[config.mk]
export PLATFORM = sky130hd
export DESIGN_NAME = atomic_gpo_port
export DESIGN_NICKNAME = d
export VERILOG_FILES = /design/src/rtl/gpo_pkg.sv /design/src/rtl/gpo_decode.sv /design/src/rtl/gpo_update.sv /design/src/rtl/gpo_readback.sv /design/src/rtl/atomic_gpo_port.sv
export SDC_FILE = /design/constraint.sdc
export NUM_CORES = 1
export LEC_CHECK = 0
export BUFFER_PORTS_ARGS = -buffer_cell sky130_fd_sc_hd__buf_2
export CORE_MARGIN = 8
export CORE_UTILIZATION = 43
export CTS_CLUSTER_DIAMETER = 150
export CTS_CLUSTER_SIZE = 20
export DETAILED_ROUTE_END_ITERATION = 6
export PLACE_DENSITY = 0.82
export SYNTH_ARGS = -nofsm -noshare
export SYNTH_HDL_FRONTEND = slang
export SYNTH_SLANG_ARGS = --single-unit
[constraint.sdc]
create_clock -name clk -period 1.4 [get_ports clk]
set_clock_uncertainty 0.15 [all_clocks]
set_input_delay 0.07 -clock clk [delete_from_list [all_inputs] [get_ports clk]]
set_output_delay 0.07 -clock clk [all_outputs]
set_load 0.01 [all_outputs]
[src/rtl/gpo_pkg.sv]
package gpo_pkg;

    // Register byte offsets
    localparam int unsigned OFS_DATA    = 'h00;
    localparam int unsigned OFS_SETRST  = 'h04;
    localparam int unsigned OFS_SET     = 'h08;
    localparam int unsigned OFS_CLR     = 'h0C;
    localparam int unsigned OFS_MASKVAL = 'h10;
    localparam int unsigned OFS_HALF    = 'h14;

    // One strobe per write view; at most one is high in any cycle
    typedef struct packed {
        logic data;
        logic setrst;
        logic set;
        logic clr;
        logic maskval;
        logic half;
    } wr_stb_t;

endpackage

[src/rtl/gpo_decode.sv]
module gpo_decode
    import gpo_pkg::*;
#(
    parameter int ADDR_W = 5
) (
    input  logic [ADDR_W-1:0] addr,
    input  logic              wr,
    output wr_stb_t           wr_stb,
    output logic              rd_data_sel,
    output logic              rd_half_sel
);

    wr_stb_t hit;

    always_comb begin
        hit         = '0;
        hit.data    = (addr == ADDR_W'(OFS_DATA));
        hit.setrst  = (addr == ADDR_W'(OFS_SETRST));
        hit.set     = (addr == ADDR_W'(OFS_SET));
        hit.clr     = (addr == ADDR_W'(OFS_CLR));
        hit.maskval = (addr == ADDR_W'(OFS_MASKVAL));
        hit.half    = (addr == ADDR_W'(OFS_HALF));
    end

    assign wr_stb      = wr ? hit : '0;
    assign rd_data_sel = hit.data;
    assign rd_half_sel = hit.half;

endmodule

[src/rtl/gpo_update.sv]
module gpo_update
    import gpo_pkg::*;
#(
    parameter int DATA_W = 32
) (
    input  wr_stb_t           wr_stb,
    input  logic [DATA_W-1:0] wdata,
    input  logic              half_sel,
    output logic [DATA_W-1:0] set_bits,
    output logic [DATA_W-1:0] clr_bits
);

    localparam int HALF_W = DATA_W / 2;

    always_comb begin
        set_bits = '0;
        clr_bits = '0;
        if (wr_stb.data) begin
            set_bits = wdata;
            clr_bits = ~wdata;
        end
        if (wr_stb.set) begin
            set_bits = wdata;
        end
        if (wr_stb.clr) begin
            clr_bits = wdata;
        end
        if (wr_stb.setrst) begin
            for (int i = 0; i < HALF_W; i++) begin
                set_bits[i] = wdata[i];
                // raise overrides lower for the same pin
                clr_bits[i] = wdata[HALF_W+i] & ~wdata[i];
            end
        end
        if (wr_stb.maskval) begin
            for (int i = 0; i < HALF_W; i++) begin
                if (half_sel) begin
                    set_bits[HALF_W+i] = wdata[HALF_W+i] &  wdata[i];
                    clr_bits[HALF_W+i] = wdata[HALF_W+i] & ~wdata[i];
                end else begin
                    set_bits[i] = wdata[HALF_W+i] &  wdata[i];
                    clr_bits[i] = wdata[HALF_W+i] & ~wdata[i];
                end
            end
        end
    end

endmodule

[src/rtl/gpo_readback.sv]
module gpo_readback #(
    parameter int DATA_W = 32
) (
    input  logic              sel_data,
    input  logic              sel_half,
    input  logic [DATA_W-1:0] pins,
    input  logic              half_sel,
    output logic [DATA_W-1:0] rdata
);

    always_comb begin
        rdata = '0;
        if (sel_data) begin
            rdata = pins;
        end else if (sel_half) begin
            rdata[0] = half_sel;
        end
    end

endmodule

[src/rtl/atomic_gpo_port.sv]
module atomic_gpo_port
    import gpo_pkg::*;
#(
    parameter int DATA_W = 32,
    parameter int ADDR_W = 5
) (
    input  logic              clk,
    input  logic              rst_n,
    input  logic [ADDR_W-1:0] bus_addr,
    input  logic              bus_wr,
    input  logic [DATA_W-1:0] bus_wdata,
    output logic [DATA_W-1:0] bus_rdata,
    output logic [DATA_W-1:0] gpio_out
);

    localparam int HALF_W = DATA_W / 2;

    typedef struct packed {
        logic [DATA_W-1:0] pins;
        logic              half;
    } port_state_t;

    port_state_t st_d, st_q;

    wr_stb_t           wr_stb;
    logic              rd_data_sel;
    logic              rd_half_sel;
    logic [DATA_W-1:0] set_bits;
    logic [DATA_W-1:0] clr_bits;

    gpo_decode #(.ADDR_W(ADDR_W)) u_decode (
        .addr        (bus_addr),
        .wr          (bus_wr),
        .wr_stb      (wr_stb),
        .rd_data_sel (rd_data_sel),
        .rd_half_sel (rd_half_sel)
    );

    gpo_update #(.DATA_W(DATA_W)) u_update (
        .wr_stb   (wr_stb),
        .wdata    (bus_wdata),
        .half_sel (st_q.half),
        .set_bits (set_bits),
        .clr_bits (clr_bits)
    );

    gpo_readback #(.DATA_W(DATA_W)) u_readback (
        .sel_data (rd_data_sel),
        .sel_half (rd_half_sel),
        .pins     (st_q.pins),
        .half_sel (st_q.half),
        .rdata    (bus_rdata)
    );

    always_comb begin
        st_d      = st_q;
        st_d.pins = (st_q.pins & ~clr_bits) | set_bits;
        if (wr_stb.half) begin
            st_d.half = bus_wdata[0];
        end
    end

    always_ff @(posedge clk) begin
        if (!rst_n) begin
            st_q <= '0;
        end else begin
            st_q <= st_d;
        end
    end

    assign gpio_out = st_q.pins;

    // ---------------- assertions ----------------
    logic addr_unmapped;
    assign addr_unmapped = (bus_addr[1:0] != 2'b00) || (int'(bus_addr) > int'(OFS_HALF));

    assert_one_view_R10: assert property (@(posedge clk) disable iff (!rst_n)
        $onehot0(wr_stb));

    assert_data_load_R2: assert property (@(posedge clk) disable iff (!rst_n)
        (bus_wr && bus_addr == ADDR_W'(OFS_DATA)) |=> gpio_out == $past(bus_wdata));

    assert_setrst_upper_kept_R3: assert property (@(posedge clk) disable iff (!rst_n)
        (bus_wr && bus_addr == ADDR_W'(OFS_SETRST))
        |=> gpio_out[DATA_W-1:HALF_W] == $past(gpio_out[DATA_W-1:HALF_W]));

    assert_setrst_raise_wins_R3: assert property (@(posedge clk) disable iff (!rst_n)
        (bus_wr && bus_addr == ADDR_W'(OFS_SETRST))
        |=> (gpio_out[HALF_W-1:0] & $past(bus_wdata[HALF_W-1:0])) == $past(bus_wdata[HALF_W-1:0]));

    assert_set_only_raises_R4: assert property (@(posedge clk) disable iff (!rst_n)
        (bus_wr && bus_addr == ADDR_W'(OFS_SET))
        |=> ((gpio_out & $past(bus_wdata)) == $past(bus_wdata))
         && ((gpio_out & ~$past(bus_wdata)) == ($past(gpio_out) & ~$past(bus_wdata))));

    assert_clr_only_lowers_R5: assert property (@(posedge clk) disable iff (!rst_n)
        (bus_wr && bus_addr == ADDR_W'(OFS_CLR))
        |=> ((gpio_out & $past(bus_wdata)) == '0)
         && ((gpio_out & ~$past(bus_wdata)) == ($past(gpio_out) & ~$past(bus_wdata))));

    assert_half_write_keeps_pins_R7: assert property (@(posedge clk) disable iff (!rst_n)
        (bus_wr && bus_addr == ADDR_W'(OFS_HALF)) |=> $stable(gpio_out));

    assert_unmapped_ignored_R8: assert property (@(posedge clk) disable iff (!rst_n)
        (bus_wr && addr_unmapped) |=> $stable(gpio_out));

    assert_idle_hold_R9: assert property (@(posedge clk) disable iff (!rst_n)
        !bus_wr |=> $stable(gpio_out));

endmodule

Word-level counts from Yosys, hierarchy flattened
Index checks and enable logic that the tools add are counted.
Operators by class
  $add $sub $neg: 0
  $mul: 0
  div/mod/pow operators: 0
  $lt $le $gt $ge: 0
  eq/ne operators: 5
  shift operators: 0
  muxes and demuxes: 76
  bitwise gates (word level): 52
  reduce and logical (&&, ||, !) cells: 1
Operators with widths (number)
  2-to-1 mux 32 bit: 6
  2-to-1 mux 1 bit: 66
  NOT 32 bit: 2
  AND 1 bit: 32
  AND 32 bit: 1
  2-to-1 mux 16 bit: 2
  OR 32 bit: 1
  2-to-1 mux 31 bit: 1
  NOT 1 bit: 16
  == test 5 x 4 -> 1 bit (second input constant): 2
  == test 5 bit (second input constant): 2
  2-to-1 mux 6 bit: 1
  == test 5 x 3 -> 1 bit (second input constant): 1
  zero test 5 bit: 1
Word-level totals
  register bits after elaboration: 33
  latch bits: 0
  RAM bits: 0
  bits in read-only memories: 0
  output and inout bits: 64
  word-level logic and storage cells: 136
  memories kept: 0

Depth between registers and ports, before layout
  word-level depth: 10
  depth in mapped cells: 7

By module
From an unflattened synthesis, not the netlist that was laid out.
Second synthesis, totals
  cells, all modules: 378
  area, all modules: 2871.5 um^2
By module, submodules not included
  atomic_gpo_port: times used 1, cells an instance 135, area each 1396.3 um^2, seq. area each 660.6 um^2
  gpo_update: times used 1, cells an instance 193, area each 1161.1 um^2, seq. area each 0.0 um^2
  gpo_readback: times used 1, cells an instance 37, area each 221.5 um^2, seq. area each 0.0 um^2
  gpo_decode: times used 1, cells an instance 13, area each 92.6 um^2, seq. area each 0.0 um^2

Worst setup path after synthesis
No wires, ideal clock.
  path kind: register to register
  from: register st_q[0] (netlist name)
  to: register st_q (netlist bit gpio_out[27])
  data arrival time: 1.305 ns
  required time: 1.129 ns
  slack: -0.176 ns
  cell stages (with the launch flop): 7
  path buffers: 2
  cell sequence: dfxtp_1 nor4bb_1 buf_2 nand2_2 buf_2 a31oi_1 o21ai_0
On the way
  word-level cells in the longest chain between the ends: 5
  elaborated cells between the ends (all ways): 7
Ends and longest elaborated chain
  start: declaration: RTL line atomic_gpo_port.sv:23  | port_state_t st_d, st_q;
  start signal: assignment: RTL line atomic_gpo_port.sv:67  | st_q <= st_d;
  2-to-1 mux 1 bit: RTL line gpo_update.sv:37  | if (half_sel) begin
  2-to-1 mux 32 bit: RTL line gpo_update.sv:35  | if (wr_stb.maskval) begin
  NOT 32 bit: RTL line atomic_gpo_port.sv:57  | st_d.pins = (st_q.pins & ~clr_bits) | set_bits;
  AND 32 bit: RTL line atomic_gpo_port.sv:57
  OR 32 bit *: RTL line atomic_gpo_port.sv:57
Mark *: on every way between the ends. The rest lies on a longest branch, timed or not.
A chain may end at the register's enable or synchronous reset.

Worst setup path after layout
  from: register st_q[0] (netlist name)
  to: register st_q (netlist bit gpio_out[29])
Same word-level chain as after synthesis.

==> out/qor.yml <==
die:
  core_um2: 5440
  die_h_um: 90.8
  initial_core_util_pct: 44.2
  die_x_um: 90.8
  pin_count: 104
  rows: 27
  die_area_um2: 8240
finish:
  nNetsFinal: 506
  antennaDiodeCount: 0
  area_growth_pct: 67.4
  final_layout_size_suffix_gt1_share_pct: 44.8
  fin_area_um2: 4020
  nFillCells: 373
global_route:
  grt_pass1_wl_um: 16700
  antenna_found_initial: 0
  grt_max_degree: 30
  grt_pass1_vias: 3356
  overflow: 0
  grt_usage_pct: 24.1
placement:
  io_buffers: 103
  dpl_cell_area_um2: 3250
  dp_hpwl_um: 6640
  gp_congestion: 0.889
setup_path:
  path_cells: "nor4bb_4, buf_4, a21oi_1, or3b_1, o21ai_1"
  cpPeakStageDelay_ps: 360
  arrival_ps: 1690
  cp.required_ps: 1480
  cp-end-kind: "register"
  reg2reg_slack_ps: -220
  worstSetupPathType: "register to register"
  critPathMaxFanout: 5
  cp_slowest_cell: "dfxtp_2"
  start_kind: "register"
  rr_worst_depth: 5
logic_synthesis:
  synth_cells: 314
  synth_fp_nets: 354
  ys_types: 40
  syn_area_um2: 2400
  synth_area_leader_cell: "dfxtp_1"
  synth_top_area_share_pct: 27.5
  netlist_top_cells_area: "dfxtp_1 27%, a21oi_1 9.2%, and2_1 9.1%"
  synth_seq_area_share_pct: 27.5
  synth_edf_count: 0
  yosysWarningCount: 0
  avgSynthCellArea_um2: 7.65
  synthArstFlopShare_pct: 0
  synth-seq-cells: 33
  ys.flop_type: "dfxtp_1"
timing:
  finalWorstSetupSlack_ps: -216
  finalMaxSlewViolations: 0
  period_share_pct: 115
  setup_viol: 34
  min_period_ps: 1620
  tns_ps: -4250
  maxSlewHeadroom_pct: 67.3
  worstMarginPinSlew_ps: 490
  whs_ps: 7.78
  hold_viol: 0
  rsz0062_at_grt: "true"
  fmax_mhz: 619
pwr:
  power.share.switching_pct: 31.9
  internal_power_mw: 1.54
  pwr_density_cell_nw_per_um2: 562
  peakVddDrop_v: 0.000356
  p_clk_share_pct: 33.0
  p_sw_mw: 0.720
  p_leak_nw: 1.61
  combPwrFrac_pct: 24.5
  pwr-share-seq_pct: 42.6
drt:
  vias: 3436
  drt-wirelength-per-cell_um: 20.6
  drtAntennaViolNets: 0
  avgViaCountPerCell: 6.37
  drcViolationCount: 0
  routed_wl_um: 11100
  drtPass1Iterations: 5
  first_iter_violations: 292
clock_tree:
  clock_latency_ps: 300
  clockRootBuffer: "clkbuf_8"
  numCtsBuffers: 5
  clock_path_buffers: 2
  htree_levels: 2
  clk_pin_slew_ps: 80
  cts_num_sinks: 33
  cts_tree: "yes"
worst_hold_path:
  hold_class: "input port to register"
  whs_path_depth: 3
outcome:
  status: "finished with violations"
  violations: "setup timing"
run:
  drv_cap: 0
[cells in the mapped netlist, types with 7 or more instances]
| cell | count |
|---|---|
| dfxtp_1 | 33 |
| a31oi_1 | 23 |
| o211ai_1 | 16 |
| buf_2 | 13 |
| o2111ai_1 | 17 |
| nand2_1 | 8 |
| nor3_1 | 7 |
| nand3_1 | 20 |
| o21ai_0 | 24 |
| clkbuf_1 | 15 |
| a21oi_1 | 44 |
| and2_1 | 35 |
[per-layer routing]
metal  global-route usage [%]  vias up  share of wire, %
met5                        0        -                 0
met4                     15.7        0               4.9
met3                     7.40       52                10
met2                     39.0      274                48
met1                     26.9     1575                36
li1                         -     1535                 -
[critical path, delay by kind of cell, from the launching register on]
family                 cells  cell delay, ps
AND/OR/NAND/NOR            2             640
flip-flops                 1             360
buffers and inverters      1             220
AO/OA/AOI/OAI              2             170
[cell families after synthesis]
group / synth area share (%)
AO/OA/AOI/OAI: 38.1
flip-flops: 27.5
buffers and inverters: 6.35
AND/OR/NAND/NOR: 26.2
multiplexers: 1.82
[cell usage in the layout (no fill, tap or decap), types with 5 or more instances in the layout]
master	n
dfxtp_1	31
o211ai_1	16
nand3_1	19
a31oi_1	22
nand2_1	8
and2_1	14
o22ai_1	6
and2_4	21
dlygate4sd3_1	28
o2111ai_1	17
o21ai_1	21
nand2b_1	6
a21oi_1	40
buf_2	81
or3b_1	6
o221ai_2	6
o21ai_2	5
nor3_1	7
buf_4	31
buf_6	28
clkbuf_8	5
[final cells by class]
cell class	instances	area (µm²)	area share, %
Clock inverter	2	10.0	0.249
Tap cell	72	90.1	2.24
Inverter	1	3.75	0.0933
Timing Repair Buffer	175	1350	33.6
Clock buffer	6	72.6	1.80
Sequential cell	33	666	16.5
Multi-Input combinational cell	250	1830	45.4
[power groups by stage]
stage	registers (mW)	clock network, mW	logic [mW]
floorplan	0.987	0	0.208
CTS	0.962	0.739	0.503
global route	0.963	0.777	0.585
global placement	0.983	0	0.415
finish	0.963	0.745	0.553
detailed placement	0.984	0	0.425
[sequential cells by signal, indices dropped and copies added (netlist names)]
register	flops
st_q	1
gpio_out	32
[what timing repair did]
item | in CTS | in global routing
pin swaps | 12 | 10
hold buffers | 28 | 0
buffers inserted | 3 | 3
cloned | 4 | 1
gates resized for setup | 26 | 69
hold endpoints to repair | 25 | 0
endpoints found under the setup margin | 63 | 64
[final timing paths]
check,end,from
setup / recovery,gpio_out[29],st_q[0]
hold / removal,gpio_out[23],bus_wdata[23]
setup reg to reg,gpio_out[29],st_q[0]
hold reg to reg,gpio_out[30],gpio_out[30]
[metrics by stage]
stage,worst slack [ps],instances,power (mW),util [%]
final,-216,539,2.26,74.0
after global routing,-267,539,2.33,74.0
after CTS,-185,535,2.20,68.6
after detailed placement,-239,494,1.41,59.7
after global placement,-147,494,1.40,59.7
after floorplan,-55.1,314,1.20,-
Note: power is estimated with default switching activity, not from simulation.
